==> src/rtl/uart_lsr_pkg.sv <==
package uart_lsr_pkg;
   localparam int ERR_W  = 3;
   localparam int LSR_W  = 8;

   // status word field positions (software decodes these)
   localparam int ST_DR   = 0;
   localparam int ST_OVR  = 1;
   localparam int ST_PAR  = 2;
   localparam int ST_FRM  = 3;
   localparam int ST_BRK  = 4;
   localparam int ST_THRE = 5;
   localparam int ST_TEMT = 6;
   localparam int ST_FERR = 7;

   // error flag positions within rx_err
   localparam int EF_PAR = 0;
   localparam int EF_FRM = 1;
   localparam int EF_BRK = 2;
endpackage

==> src/rtl/lsr_rx_fifo.sv <==
module lsr_rx_fifo
   import uart_lsr_pkg::*;
#(
   parameter int DATA_W = 8,
   parameter int DEPTH  = 16,
   localparam int PW    = $clog2(DEPTH),
   localparam int CW    = $clog2(DEPTH + 1)
) (
   input  logic              clk,
   input  logic              rst_n,
   input  logic              flush,
   input  logic              single,
   input  logic              push,
   input  logic [DATA_W-1:0] push_data,
   input  logic [ERR_W-1:0]  push_err,
   input  logic              pop,
   output logic [DATA_W-1:0] head_data,
   output logic [ERR_W-1:0]  head_err,
   output logic              full,
   output logic              empty,
   output logic              head_load,
   output logic [ERR_W-1:0]  head_load_err,
   output logic              bad_zero_next
);
   logic [DATA_W-1:0] mem_d [DEPTH];
   logic [ERR_W-1:0]  mem_e [DEPTH];
   logic [PW-1:0]     wptr, rptr, nxt_rptr;
   logic [CW-1:0]     count, count_nxt, bad_cnt, bad_nxt;
   logic              do_push, do_pop;

   initial begin : elab_chk
      assert (DEPTH >= 2 && (DEPTH & (DEPTH - 1)) == 0)
         else $error("DEPTH must be a power of two, at least 2");
      assert (DATA_W >= 5 && DATA_W <= 9)
         else $error("DATA_W out of range");
   end

   assign empty    = (count == '0);
   assign full     = single ? !empty : (count == CW'(DEPTH));
   assign do_push  = push && !flush;
   assign do_pop   = pop && !empty && !flush;
   assign nxt_rptr = rptr + PW'(1);

   for (genvar i = 0; i < DEPTH; i++) begin : g_slot
      always_ff @(posedge clk) begin
         if (do_push && wptr == PW'(i)) begin
            mem_d[i] <= push_data;
            mem_e[i] <= push_err;
         end
      end
   end

   assign count_nxt = flush ? '0 : (count + CW'(do_push) - CW'(do_pop));
   assign bad_nxt   = flush ? '0 :
                      (bad_cnt + CW'(do_push && (|push_err)) - CW'(do_pop && (|head_err)));
   assign bad_zero_next = (bad_nxt == '0);

   always_ff @(posedge clk or negedge rst_n) begin
      if (!rst_n) begin
         wptr    <= '0;
         rptr    <= '0;
         count   <= '0;
         bad_cnt <= '0;
      end else begin
         count   <= count_nxt;
         bad_cnt <= bad_nxt;
         if (flush) begin
            wptr <= '0;
            rptr <= '0;
         end else begin
            if (do_push) wptr <= wptr + PW'(1);
            if (do_pop)  rptr <= nxt_rptr;
         end
      end
   end

   assign head_data = empty ? '0 : mem_d[rptr];
   assign head_err  = empty ? '0 : mem_e[rptr];

   // which character becomes head at the next edge, and its flags
   always_comb begin
      head_load     = 1'b0;
      head_load_err = '0;
      if (do_pop && count > CW'(1)) begin
         head_load     = 1'b1;
         head_load_err = mem_e[nxt_rptr];
      end else if (do_push && (empty || do_pop)) begin
         head_load     = 1'b1;
         head_load_err = push_err;
      end
   end

   p_no_overflow_r2: assert property (@(posedge clk) disable iff (!rst_n)
      push |-> (!full || pop));
   p_single_cap_r2: assert property (@(posedge clk) disable iff (!rst_n)
      (single && !flush) |-> (count <= CW'(1)));
   p_bad_le_count_r7: assert property (@(posedge clk) disable iff (!rst_n)
      bad_cnt <= count);
   p_flush_empty_r10: assert property (@(posedge clk) disable iff (!rst_n)
      flush |=> empty);
endmodule

==> src/rtl/lsr_err_track.sv <==
module lsr_err_track
   import uart_lsr_pkg::*;
(
   input  logic             clk,
   input  logic             rst_n,
   input  logic             fifo_en,
   input  logic             stat_rd,
   input  logic             head_load,
   input  logic [ERR_W-1:0] head_load_err,
   input  logic             ovr_evt,
   input  logic             push_bad,
   input  logic             bad_zero_next,
   output logic [ERR_W-1:0] flags,
   output logic             ovr,
   output logic             fifo_bad
);
   logic [ERR_W-1:0] flg_q;

   // one sticky flop per flag; a new head error beats a status read
   for (genvar b = 0; b < ERR_W; b++) begin : g_flag
      always_ff @(posedge clk or negedge rst_n) begin
         if (!rst_n)                          flg_q[b] <= 1'b0;
         else if (head_load && head_load_err[b]) flg_q[b] <= 1'b1;
         else if (stat_rd)                    flg_q[b] <= 1'b0;
      end
   end
   assign flags = flg_q;

   always_ff @(posedge clk or negedge rst_n) begin
      if (!rst_n)       ovr <= 1'b0;
      else if (ovr_evt) ovr <= 1'b1;
      else if (stat_rd) ovr <= 1'b0;
   end

   always_ff @(posedge clk or negedge rst_n) begin
      if (!rst_n)                          fifo_bad <= 1'b0;
      else if (!fifo_en)                   fifo_bad <= 1'b0;
      else if (push_bad)                   fifo_bad <= 1'b1;
      else if (stat_rd && bad_zero_next)   fifo_bad <= 1'b0;
   end

   p_rdclr_r4: assert property (@(posedge clk) disable iff (!rst_n)
      (stat_rd && !head_load && !ovr_evt) |=> (flags == '0 && !ovr));
   p_head_win_r5: assert property (@(posedge clk) disable iff (!rst_n)
      head_load |=> ((flags & $past(head_load_err)) == $past(head_load_err)));
   p_ovr_win_r5: assert property (@(posedge clk) disable iff (!rst_n)
      ovr_evt |=> ovr);
   p_sum_set_r6: assert property (@(posedge clk) disable iff (!rst_n)
      (fifo_en && push_bad) |=> fifo_bad);
   p_sum_off_r7: assert property (@(posedge clk) disable iff (!rst_n)
      !fifo_en |=> !fifo_bad);
   p_sum_hold_r7: assert property (@(posedge clk) disable iff (!rst_n)
      (fifo_en && !bad_zero_next) |=> fifo_bad || !$past(fifo_bad));
endmodule

==> src/rtl/lsr_tx_status.sv <==
module lsr_tx_status (
   input  logic clk,
   input  logic rst_n,
   input  logic thr_wr,
   input  logic tx_load,
   input  logic tx_busy,
   output logic thre,
   output logic temt
);
   logic hold_full;

   always_ff @(posedge clk or negedge rst_n) begin
      if (!rst_n)       hold_full <= 1'b0;
      else if (thr_wr)  hold_full <= 1'b1;
      else if (tx_load) hold_full <= 1'b0;
   end

   assign thre = !hold_full;
   assign temt = !hold_full && !tx_busy;

   p_wr_fill_r8: assert property (@(posedge clk) disable iff (!rst_n)
      thr_wr |=> !thre);
   p_load_empty_r8: assert property (@(posedge clk) disable iff (!rst_n)
      (tx_load && !thr_wr) |=> thre);
   p_busy_temt_r9: assert property (@(posedge clk) disable iff (!rst_n)
      tx_busy |-> !temt);
endmodule

==> src/rtl/uart_lsr_rxq.sv <==
module uart_lsr_rxq
   import uart_lsr_pkg::*;
#(
   parameter int DATA_W = 8,
   parameter int DEPTH  = 16
) (
   input  logic              clk,
   input  logic              rst_n,
   input  logic              fifo_en,
   input  logic              rx_valid,
   input  logic [DATA_W-1:0] rx_data,
   input  logic [2:0]        rx_err,
   input  logic              rbr_rd,
   input  logic              stat_rd,
   input  logic              thr_wr,
   input  logic              tx_load,
   input  logic              tx_busy,
   output logic [DATA_W-1:0] rbr_data,
   output logic [7:0]        lsr
);
   logic             mode_q, flush;
   logic             q_full, q_empty, head_load, bad_zero_next;
   logic [ERR_W-1:0] head_err, head_load_err, flags;
   logic             pop_fire, accept, ovr_evt, push_bad;
   logic             ovr, fifo_bad, thre, temt;

   always_ff @(posedge clk or negedge rst_n) begin
      if (!rst_n) mode_q <= 1'b0;
      else        mode_q <= fifo_en;
   end
   assign flush = (fifo_en != mode_q);

   assign pop_fire = rbr_rd && !q_empty;
   assign accept   = rx_valid && !flush && (!q_full || pop_fire);
   assign ovr_evt  = rx_valid && !flush && !accept;
   assign push_bad = accept && (|rx_err);

   lsr_rx_fifo #(.DATA_W(DATA_W), .DEPTH(DEPTH)) u_fifo (
      .clk           (clk),
      .rst_n         (rst_n),
      .flush         (flush),
      .single        (!fifo_en),
      .push          (accept),
      .push_data     (rx_data),
      .push_err      (rx_err),
      .pop           (rbr_rd),
      .head_data     (rbr_data),
      .head_err      (head_err),
      .full          (q_full),
      .empty         (q_empty),
      .head_load     (head_load),
      .head_load_err (head_load_err),
      .bad_zero_next (bad_zero_next)
   );

   lsr_err_track u_err (
      .clk           (clk),
      .rst_n         (rst_n),
      .fifo_en       (fifo_en),
      .stat_rd       (stat_rd),
      .head_load     (head_load),
      .head_load_err (head_load_err),
      .ovr_evt       (ovr_evt),
      .push_bad      (push_bad),
      .bad_zero_next (bad_zero_next),
      .flags         (flags),
      .ovr           (ovr),
      .fifo_bad      (fifo_bad)
   );

   lsr_tx_status u_tx (
      .clk     (clk),
      .rst_n   (rst_n),
      .thr_wr  (thr_wr),
      .tx_load (tx_load),
      .tx_busy (tx_busy),
      .thre    (thre),
      .temt    (temt)
   );

   always_comb begin
      lsr          = '0;
      lsr[ST_DR]   = !q_empty;
      lsr[ST_OVR]  = ovr;
      lsr[ST_PAR]  = flags[EF_PAR];
      lsr[ST_FRM]  = flags[EF_FRM];
      lsr[ST_BRK]  = flags[EF_BRK];
      lsr[ST_THRE] = thre;
      lsr[ST_TEMT] = temt;
      lsr[ST_FERR] = fifo_bad;
   end

   p_empty_zero_r1: assert property (@(posedge clk) disable iff (!rst_n)
      !lsr[ST_DR] |-> (rbr_data == '0));
   p_head_flags_r3: assert property (@(posedge clk) disable iff (!rst_n)
      (head_load && !flush) |=> ((flags & head_err) == head_err));
endmodule

==> config.mk <==
export PLATFORM = sky130hd
export DESIGN_NAME = uart_lsr_rxq
export DESIGN_NICKNAME = d
export VERILOG_FILES = /design/src/rtl/uart_lsr_pkg.sv /design/src/rtl/lsr_rx_fifo.sv /design/src/rtl/lsr_err_track.sv /design/src/rtl/lsr_tx_status.sv /design/src/rtl/uart_lsr_rxq.sv
export SDC_FILE = /design/constraint.sdc
export NUM_CORES = 1
export LEC_CHECK = 0
export BUFFER_PORTS_ARGS = -buffer_cell sky130_fd_sc_hd__buf_4
export CAP_MARGIN = 20
export CORE_UTILIZATION = 60
export DETAILED_ROUTE_END_ITERATION = 10
export HOLD_SLACK_MARGIN = 0.06
export PLACE_DENSITY = 0.76
export SLEW_MARGIN = 20
export SYNTH_ARGS = -nofsm -noshare
export SYNTH_HDL_FRONTEND = slang
export SYNTH_SLANG_ARGS = --single-unit
==> constraint.sdc <==
create_clock -name clk -period 5.5 [get_ports clk]
set_input_delay 0.55 -clock clk [delete_from_list [all_inputs] [get_ports clk]]
set_output_delay 0.55 -clock clk [all_outputs]
set_load 0.02 [all_outputs]
==> reports/results.ini, run 1 <==
[synthesis]
synth_simple_gate_area_share = 0.05351
synth-seq-area-share = 0.6850
synth_top_family_by_area = multiplexers
share_of_synthesized_area_spent_on_multiplexers = 0.1221
synth-async-reset-ratio = 0.1244
synth.ff_latch_count = 201
syn_avg_cell_area_um2 = 16.59
synth-edff-count = 176
ys_dominant_reg_cell = sky130_fd_sc_hd__edfxtp_1
yosys_warnings = 0
compound_cell_area_share_of_the_yosys_netlist = 0.06148
post_synth_xor_area_fraction = 0.01581
postSynthNetCount = 560
synth_cell_type_count = 53
syn_inst = 520
post_synth_fa_ha_maj_area_fraction = 0.03074
synthesis.area_um2 = 8628

[clocking]
clk_pin_slew_worst_paths_ns = 0.06
cts.sink_count = 201
cts_max_level = 1
post-cts-setup-buffers = 0
clock_tree_from_tritoncts = built
tritoncts.num_buffers = 20
cts.path.max_buffers = 3
root_buffer = sky130_fd_sc_hd__clkbuf_16
clock_insertion_delay_worst_skew_ns = 0.50

[placed_design]
place_hpwl_um = 11160
place.port_buffers = 35
placed_cells_incl_taps = 715
gp_routability_congestion = 0.8784

[sta]
final.hold.worst_slack_ns = 0.2411
worst_pin_slew_ns = 0.9977
final.setup_skew_ns = 0.01557
final_min_period_over_clock_period = 0.8061
hold_violations = 0
remaining_max_slew_budget_at_the_tightest_pin = 0.3349
max_freq_mhz = 225.6
period_minus_slack_ns = 4.433
setup_repair_after_global_routing_missed_its_margin = no
timing.final.max_slew_violations = 0
final-setup-viol-count = 0
fin_setup_tns_ns = 0

[worst_setup_path]
reg2reg_from = u_fifo.rptr[1]
timing.rr.end = u_err.fifo_bad
end_kind = register
cp_max_fo = 26
reg2reg_depth = 16
crit_type = reg -> reg
timing.critical_path.from_type = register
worstPathArrival_ns = 4.81
timing.reg2reg.setup_slack_ns = 1.07
worst_ep_required_time_ns = 5.88
startpoint = u_fifo.rptr[1]

[grt]
grt_first_pass_wirelength_um = 27280
grt_usage = 0.2522
first_global_vias = 4808
grt_remaining_overflow = 0
grt_antenna_before_repair = 0
grt_max_degree = 38

[outcome]
result_of_the_run = completed

[detailed_routing]
drt_first_iter_violations = 402
total_wirelength_of_the_detailed_routed_design_um = 17540
drcViolationCount = 0
vias = 4850
detail_route.first_pass.iterations = 4
routedWlPerCell_um = 23.32
routed_via_density = 6.449
postRouteAntennaNets = 0

[flow_run]
cap_viol_max_count = 0

[power_and_ir_drop]
vdd_drop_max_uv = 256.0
p_per_area_nw_per_um2 = 435.8
p_leak_nw = 3.273

[hold_path]
hold_path_class = in -> reg
whs_path_depth = 2
whs_endpoint = u_tx.hold_full
hp-start = tx_load

[floorplan]
std_cell_rows = 43
die-width_um = 121.9
floorplan.initialDensity = 0.6192
fp.coreArea_um2 = 13930
die_area_um2 = 14860
die_height_um = 121.9
pin_count = 36

[final_layout]
num-nets-final = 598
drive_gt1_frac = 0.2045
synthToLayoutAreaGrowth_pct = 12.44
final_cells = 752
num_antenna_cells = 0

==> registers in the layout, summed over array words and instances, names as in the netlist <==
| register | cells |
|---|---|
| u_fifo.rptr | 4 |
| u_fifo.count | 5 |
| u_fifo.mem_d | 128 |
| u_fifo.mem_e | 48 |
| mode_q | 1 |
| u_tx.hold_full | 1 |
| u_fifo.wptr | 4 |
| u_err.fifo_bad | 1 |
| u_err.ovr | 1 |
| u_fifo.bad_cnt | 5 |
| u_err.flags | 3 |
==> cell usage after synthesis, types with 9 or more instances <==
cell type,number,area share
sky130_fd_sc_hd__edfxtp_1,176,0.61
sky130_fd_sc_hd__mux2i_1,40,0.046
sky130_fd_sc_hd__mux4_2,29,0.076
sky130_fd_sc_hd__inv_1,27,0.012
sky130_fd_sc_hd__dfrtp_1,25,0.073
sky130_fd_sc_hd__nor2_1,22,0.0096
sky130_fd_sc_hd__ha_1,18,0.026
sky130_fd_sc_hd__a211oi_1,14,0.012
sky130_fd_sc_hd__a21oi_1,13,0.0075
sky130_fd_sc_hd__nor4_1,12,0.0087
sky130_fd_sc_hd__o22ai_1,11,0.0080
sky130_fd_sc_hd__and2_1,10,0.0073
sky130_fd_sc_hd__nor3_1,10,0.0058
sky130_fd_sc_hd__buf_2,9,0.0052
sky130_fd_sc_hd__clkbuf_1,9,0.0039
==> timing repair <==
item | in CTS | in global routing
resized for setup | 0 | 0
hold endpoints to repair | 25 | 0
hold buffers | 1 | 0
==> power breakdown <==
part	switching (W)	leakage [nW]	total, W	internal (W)
sequential	0.0000976	1.91	0.00184	0.00174
clock	0.000549	0.304	0.00131	0.000766
combinational	0.000579	1.06	0.00108	0.000498
==> layer usage <==
| metal | wire length [um] | vias to the layer above | GRT usage |
|---|---|---|---|
| li1 | - | 2128 | - |
| met1 | 7385 | 2456 | 0.3645 |
| met2 | 8225 | 230 | 0.3842 |
| met3 | 1603 | 36 | 0.05946 |
| met4 | 323 | 0 | 0.07793 |
| met5 | 0 | - | 0 |
==> cell type report <==
class / count / area, um^2
Timing Repair Buffer: 45 / 340.3
Tap cell: 180 / 225.2
Clock buffer: 26 / 523.0
Clock inverter: 10 / 105.1
Multi-Input combinational cell: 262 / 2489
Fill cell: 890 / 4233
Inverter: 28 / 105.1
Sequential cell: 201 / 5914
==> placed cells by master, fill, tap and decap left out, drive strengths merged, types with 2 or more instances in the layout <==
cell	count
o221ai	8
inv	28
fa	2
bufinv	2
xnor2	6
a21oi	13
dfrtp	25
a211oi	14
nor4	12
a31oi	2
mux2i	40
nand2b	3
nand4	2
o22ai	11
o32ai	8
clkbuf	26
mux4	29
edfxtp	176
a221o	3
clkinv	8
nand2	9
and2	10
xor2	7
buf	44
o21ai	10
nor3	10
nor3b	3
nand3	5
ha	18
nor2	22
==> worst max-delay path, cell delays in order, from the launching register on <==
cell and delay (ns):
sky130_fd_sc_hd__dfrtp_1 1.00, sky130_fd_sc_hd__buf_4 0.36, sky130_fd_sc_hd__nor4_1 0.09, sky130_fd_sc_hd__a21oi_1 0.11, sky130_fd_sc_hd__a21oi_1 0.10, sky130_fd_sc_hd__mux4_2 0.47
sky130_fd_sc_hd__nor3_1 0.20, sky130_fd_sc_hd__ha_1 0.27, sky130_fd_sc_hd__inv_1 0.06, sky130_fd_sc_hd__ha_1 0.15, sky130_fd_sc_hd__inv_1 0.06, sky130_fd_sc_hd__fa_1 0.43
sky130_fd_sc_hd__nor2b_1 0.12, sky130_fd_sc_hd__o21ai_0 0.10, sky130_fd_sc_hd__and4_1 0.21, sky130_fd_sc_hd__o41a_1 0.37, sky130_fd_sc_hd__o21a_1 0.18
==> worst max path at each step <==
stage / to / depth (start not counted) / slack, ns
2_1_floorplan: u_err.fifo_bad / 16 / 2.04
3_3_place_gp: u_err.fifo_bad / 16 / 1.27
3_5_place_dp: u_err.fifo_bad / 16 / 1.10
4_1_cts: u_err.fifo_bad / 16 / 1.06
5_1_grt: u_err.fifo_bad / 16 / 0.83
6_report: u_err.fifo_bad / 16 / 1.07
==> per-stage QoR <==
stage / setup slack, ns / total power, W / utilization / instance area, um^2
after global placement: 1.270 / 0.002902 / 0.6497 / 9054
after floorplan: 2.038 / 0.002618 / - / 8628
after CTS: 1.065 / 0.004244 / 0.6962 / 9702
final: 1.067 / 0.004228 / 0.6962 / 9702
after detailed placement: 1.097 / 0.002939 / 0.6504 / 9064
after global routing: 0.8309 / 0.004404 / 0.6962 / 9702
==> cells by family after synthesis <==
logic type / after synthesis
buf+inv: 57
xor+xnor: 13
compound gates: 76
mux: 69
flops: 201
simple gates: 84
fa+ha+maj: 20
Power figures use the tool's default switching activity.
==> inputs of run 2 (changes only) <==
ABC_AREA = 1   (was unset)
clock period = 4.6 ns   (was 5.5 ns; I/O delays follow)
==> reports/results.ini, run 2 <==
[final_layout]
layout_commonest_cell = sky130_fd_sc_hd__nand2_1
num_antenna_cells = 0
final_cell_mix = sky130_fd_sc_hd__nand2_1 (190), sky130_fd_sc_hd__edfxtp_1 (176), sky130_fd_sc_hd__nor2_1 (93), sky130_fd_sc_hd__nand3_1 (72), sky130_fd_sc_hd__buf_4 (54)
largest_reg_flops = 128
num-nets-final = 898
drive_gt1_frac = 0.1224
synthToLayoutAreaGrowth_pct = 12.75
biggest_registers_after_layout = u_fifo.mem_d x128, u_fifo.mem_e x48
final_cells = 1058
utilization = 0.6918
max_flop_register = u_fifo.mem_d

[synthesis]
ys_dominant_reg_cell = sky130_fd_sc_hd__edfxtp_1
yosys.area.top_type_share = 0.5927
synth-edff-count = 176
yosysTopAreaCell = sky130_fd_sc_hd__edfxtp_1
postSynthNetCount = 855
synthesis.area_um2 = 8917
synth-seq-area-share = 0.6628
yosys_warnings = 0
syn_inst = 815
syn_avg_cell_area_um2 = 10.94
synth_top_cells_by_count = sky130_fd_sc_hd__nand2_1 (190), sky130_fd_sc_hd__edfxtp_1 (176), sky130_fd_sc_hd__nor2_1 (94)
synth_cell_type_count = 37
most_common_cell_in_the_synthesized_netlist = sky130_fd_sc_hd__nand2_1
yosys-top-cells-area = sky130_fd_sc_hd__edfxtp_1 (59%), sky130_fd_sc_hd__nand2_1 (8.0%), sky130_fd_sc_hd__dfrtp_1 (7.0%)
synth-async-reset-ratio = 0.1244
synth.ff_latch_count = 201

[sta]
period_minus_slack_ns = 3.476
final.hold.worst_slack_ns = 0.1405
max_freq_mhz = 287.7
worst_pin_slew_ns = 1.147
final.setup_skew_ns = 0.01019
setup_repair_after_global_routing_missed_its_margin = no
final_min_period_over_clock_period = 0.7556
remaining_max_slew_budget_at_the_tightest_pin = 0.2313
timing.final.max_slew_violations = 0
fin_setup_tns_ns = 0
hold_violations = 0
final-setup-viol-count = 0

[placed_design]
place.port_buffers = 35
gp_routability_congestion = 0.8564
place_hpwl_um = 13130
placed_cells_incl_taps = 1017

[worst_setup_path]
worst_ep_required_time_ns = 4.99
worstSetupEndpoint = u_err.fifo_bad
end_kind = register
crit_type = reg -> reg
cp_max_fo = 20
critical-path-max-stage-delay_ns = 0.42
crit_top_cell = sky130_fd_sc_hd__nand2_1
timing.rr.end = u_err.fifo_bad
timing.critical_path.from_type = register
critical_path_cell_count = 20
startpoint = u_fifo.rptr[1]
timing.critical_path.cells = inv_2, nand2_2, clkinv_1, nand2_1, nand2_1, inv_1, a21oi_1, nor2_1, ha_1, inv_1, ha_1, inv_1, fa_1, nand3b_1, nand2_1, nand2_1, nand3_1, nand3_1, nand3_1, nand2_1
cp_top_family = simple AND/OR/NAND/NOR gates
cp_bufs_invs = 5
reg2reg_depth = 20
timing.reg2reg.setup_slack_ns = 1.12
reg2reg_from = u_fifo.rptr[1]
crit_slowest_cell = sky130_fd_sc_hd__fa_1
worstPathArrival_ns = 3.86

[power_and_ir_drop]
p_leak_nw = 3.916
share_of_total_power_in_combinational_logic = 0.320
share_clk_of_total_power = 0.294
internal_power_w = 0.003618
switchingPower_w = 0.001927
p_per_area_nw_per_um2 = 551.5
sequential_power_share = 0.385
swShare = 0.3475
vdd_drop_max_uv = 311.0

[detailed_routing]
detail_route.first_pass.iterations = 5
drt_first_iter_violations = 923
total_wirelength_of_the_detailed_routed_design_um = 20660
postRouteAntennaNets = 0
routed_via_density = 5.960
vias = 6306
drcViolationCount = 0
routedWlPerCell_um = 19.53

[clocking]
tritoncts.num_buffers = 22
root_buffer = sky130_fd_sc_hd__clkbuf_16
clock_tree_from_tritoncts = built
cts.sink_count = 201
clock_insertion_delay_worst_skew_ns = 0.49
cts.repair.resized = 0
cts_hold_buf = 1
post-cts-setup-buffers = 0
cts_max_level = 1
clk_pin_slew_worst_paths_ns = 0.06
cts.path.max_buffers = 3

[grt]
first_global_vias = 5949
grt_antenna_before_repair = 0
grt_max_degree = 60
grt_first_pass_wirelength_um = 31850
grt_remaining_overflow = 0
grt_usage = 0.2825

[floorplan]
std_cell_rows = 44
pin_count = 36
die_area_um2 = 15350
die_height_um = 123.9
floorplan.initialDensity = 0.6136
fp.coreArea_um2 = 14530
die-width_um = 123.9

[flow_run]
cap_viol_max_count = 0

[outcome]
result_of_the_run = completed

[hold_path]
hold_path_class = in -> reg

run 2: power by group through the flow:
| stage | logic, W | registers [W] | clock network [W] |
|---|---|---|---|
| floorplan | 0.00124 | 0.00217 | 0 |
| global placement | 0.00168 | 0.00217 | 0 |
| detailed placement | 0.00174 | 0.00217 | 0 |
| CTS | 0.00176 | 0.00214 | 0.00164 |
| global route | 0.00196 | 0.00214 | 0.00172 |
| finish | 0.00178 | 0.00214 | 0.00163 |
run 2: cell type report:
type / count / area, um^2
clock buffers: 31 / 625.6
clock inverters: 9 / 47.55
fillers: 1008 / 4479
inverters: 51 / 196.4
multi-input cells: 527 / 2628
flip-flops and latches: 201 / 5912
well taps: 184 / 230.2
repair buffers: 55 / 415.4
run 2: cells by family after synthesis:
group	share of synthesized area
AND/OR/NAND/NOR	0.1786
flip-flops	0.6628
AO/OA/AOI/OAI	0.06623
buffers and inverters	0.04616
adder cells (fa/ha/maj)	0.02975
multiplexers	0.008980
XOR/XNOR	0.007437
run 2: how the worst min path moves through the flow:
stage,cells past startpoint,endpoint,slack [ns],startpoint
after floorplan,0,mode_q,0.16,rst_n
final,2,u_tx.hold_full,0.14,tx_load
after global routing,2,u_tx.hold_full,0.14,tx_load
after detailed placement,1,u_err.flags[1],0.39,rst_n
after global placement,1,u_err.flags[0],0.39,rst_n
after CTS,2,u_tx.hold_full,0.14,tx_load
run 2: routing by layer:
| metal | GRT usage | up-vias | routed length (um) |
|---|---|---|---|
| li1 | - | 2901 | - |
| met1 | 0.3940 | 3046 | 8351 |
| met2 | 0.4604 | 311 | 10040 |
| met3 | 0.04396 | 48 | 1684 |
| met4 | 0.08929 | 0 | 586 |
| met5 | 0 | - | 0 |
run 2: metrics by stage:
step	setup WS (ns)	total power, W	instance area (um^2)
2_1_floorplan	1.715	0.003418	8917
3_3_place_gp	1.415	0.003847	9354
3_5_place_dp	1.178	0.003914	9369
4_1_cts	1.181	0.005537	10050
5_1_grt	0.8516	0.005825	10050
6_report	1.124	0.005545	10050
==> inputs of run 3 (changes only) <==
CORE_UTILIZATION = 56   (was 60)
PLACE_DENSITY = 0.74   (was 0.76)
clock period = 2.8 ns   (was 4.6 ns; I/O delays follow)
==> reports/results.ini, run 3 (synthesis results as in run 2) <==
[final_layout]
final_cell_mix = sky130_fd_sc_hd__nand2_1 (189), sky130_fd_sc_hd__edfxtp_1 (176), sky130_fd_sc_hd__nor2_1 (90), sky130_fd_sc_hd__buf_4 (82), sky130_fd_sc_hd__nand3_1 (68)
layout.cell_area.non_filler_um2 = 10380
num-nets-final = 931
nFillCells = 1117
biggest_registers_after_layout = u_fifo.mem_d x128, u_fifo.mem_e x48
largest_reg_flops = 128
drive_gt1_frac = 0.1635
layout_commonest_cell = sky130_fd_sc_hd__nand2_1
max_flop_register = u_fifo.mem_d
num_antenna_cells = 0
final_cells = 1116
synthToLayoutAreaGrowth_pct = 16.39

[sta]
timing.final.max_slew_violations = 0
setup_repair_after_global_routing_missed_its_margin = yes
final-setup-viol-count = 2
remaining_max_slew_budget_at_the_tightest_pin = 0.6572
max_freq_mhz = 348.8
final.hold.worst_slack_ns = 0.08536
fin_setup_tns_ns = -0.1005
final.setup_skew_ns = 0.02338
period_minus_slack_ns = 2.867
final_min_period_over_clock_period = 1.024
final_critical_path_setup_slack_ns = -0.06736
hold_violations = 0
worst_pin_slew_ns = 0.5117

[placed_design]
gp_routability_congestion = 0.9064
place_hpwl_um = 13730
dpl-instance-area_um2 = 9620
place.port_buffers = 35
placed_cells_incl_taps = 1071

[power_and_ir_drop]
p_leak_nw = 4.064
sequential_power_share = 0.379
internal_power_w = 0.006048
p_per_area_nw_per_um2 = 895.4
share_of_total_power_in_combinational_logic = 0.345
switchingPower_w = 0.003246
vdd_drop_max_uv = 541.6
share_clk_of_total_power = 0.277
swShare = 0.3493

[clocking]
clock_tree_from_tritoncts = built
clk_pin_slew_worst_paths_ns = 0.06
cts_max_level = 1
cts.path.max_buffers = 3
cts.sink_count = 201
clock_insertion_delay_worst_skew_ns = 0.52
root_buffer = sky130_fd_sc_hd__clkbuf_16
tritoncts.num_buffers = 20

[detailed_routing]
met1_length_um = 8647
routed_via_density = 5.780
routed_length_on_met2_um = 10210
dr_wl_met3_um = 2068
postRouteAntennaNets = 0
vias = 6450
routedWlPerCell_um = 19.26
drt_first_iter_violations = 815
total_wirelength_of_the_detailed_routed_design_um = 21490
drcViolationCount = 0
top_signal_layer_used = met4
detail_route.first_pass.iterations = 5

[floorplan]
die_height_um = 128.2
floorplan.initialDensity = 0.5801
die_area_um2 = 16430
die-width_um = 128.2
std_cell_rows = 45
fp.coreArea_um2 = 15370
pin_count = 36

[outcome]
violated_checks = setup timing
result_of_the_run = finished, violations left

[worst_setup_path]
crit_slowest_cell = sky130_fd_sc_hd__dfrtp_2
crit_type = reg -> reg
timing.critical_path.from_type = register
worstPathArrival_ns = 3.26
cp_max_fo = 7
timing.critical_path.cells = buf_12, nor2_1, nand2_1, nand3_1, nand3_1, a21oi_2, nor2_1, ha_1, inv_1, ha_2, inv_2, fa_2, nand3b_1, nand2_1, nand2_2, nand3_2, nand3_2, nand3_2, nand2_1
end_kind = register
critical-path-max-stage-delay_ns = 0.46
worst_ep_required_time_ns = 3.20

[grt]
grt_usage = 0.2697
grt_remaining_overflow = 0
grt_max_degree = 43
grt_antenna_before_repair = 0
grt_first_pass_wirelength_um = 33020
first_global_vias = 6198

[hold_path]
hold_path_class = in -> reg

[flow_run]
cap_viol_max_count = 0

==> run 3: cell type report <==
type	instances	area, um^2	area share
Clock buffer	28	540.5	0.05208
Clock inverter	8	90.09	0.008680
Inverter	51	198.9	0.01917
Multi-Input combinational cell	527	2666	0.2569
Sequential cell	201	5912	0.5696
Tap cell	211	264.0	0.02544
Timing Repair Buffer	90	706.9	0.06811
==> run 3: final timing paths <==
| kind | startpoint | end | slack [ns] | cells after the start |
|---|---|---|---|---|
| min in group asynchronous | rst_n | u_fifo.rptr[2] | 0.24 | 2 |
| worst max-delay path | u_fifo.rptr[0] | u_err.fifo_bad | -0.07 | 19 |
| worst max register to register | u_fifo.rptr[0] | u_err.fifo_bad | -0.07 | 19 |
| worst min register to register | u_err.flags[1] | u_err.flags[1] | 0.51 | 2 |
| worst min-delay path | rx_data[3] | u_fifo.mem_d[6][3] | 0.09 | 1 |
| max in group asynchronous | rst_n | u_fifo.rptr[0] | 2.26 | 2 |
==> run 3: power by group through the flow <==
stage	registers, W	logic, W	clock network [W]
6_report	0.00352	0.00320	0.00257
5_1_grt	0.00353	0.00352	0.00271
4_1_cts	0.00352	0.00313	0.00260
3_5_place_dp	0.00357	0.00305	0
3_3_place_gp	0.00357	0.00292	0
2_1_floorplan	0.00357	0.00205	0
==> run 3: worst max-delay path, delay by kind of cell (launching register included) <==
family / cells / cell delay [ns]
compound gates: 1 / 0.16
fa+ha+maj: 3 / 0.84
buf+inv: 3 / 0.25
flops: 1 / 0.46
simple gates: 12 / 1.06
==> run 3: metal layers <==
metal	global-route usage	up-vias
met5	0	-
met4	0.09758	0
met3	0.05217	49
met2	0.4264	316
met1	0.3750	3120
li1	-	2965
==> run 3: what timing repair did <==
action                                  CTS  global route
pin swaps                                15             4
buffers inserted                          2             3
hold endpoints to repair                 27             0
hold buffers                              4             0
endpoints found under the setup margin    1             8
gates resized for setup                  10             7
==> run 3: per-stage QoR <==
| stage | setup slack (ns) | util | power, W |
|---|---|---|---|
| after CTS | -0.009273 | 0.6728 | 0.009248 |
| after detailed placement | -0.1046 | 0.6259 | 0.006620 |
| after floorplan | 0.02299 | - | 0.005625 |
| after global routing | -0.2305 | 0.6752 | 0.009762 |
| final | -0.06736 | 0.6752 | 0.009294 |
| after global placement | 0.03640 | 0.6259 | 0.006488 |
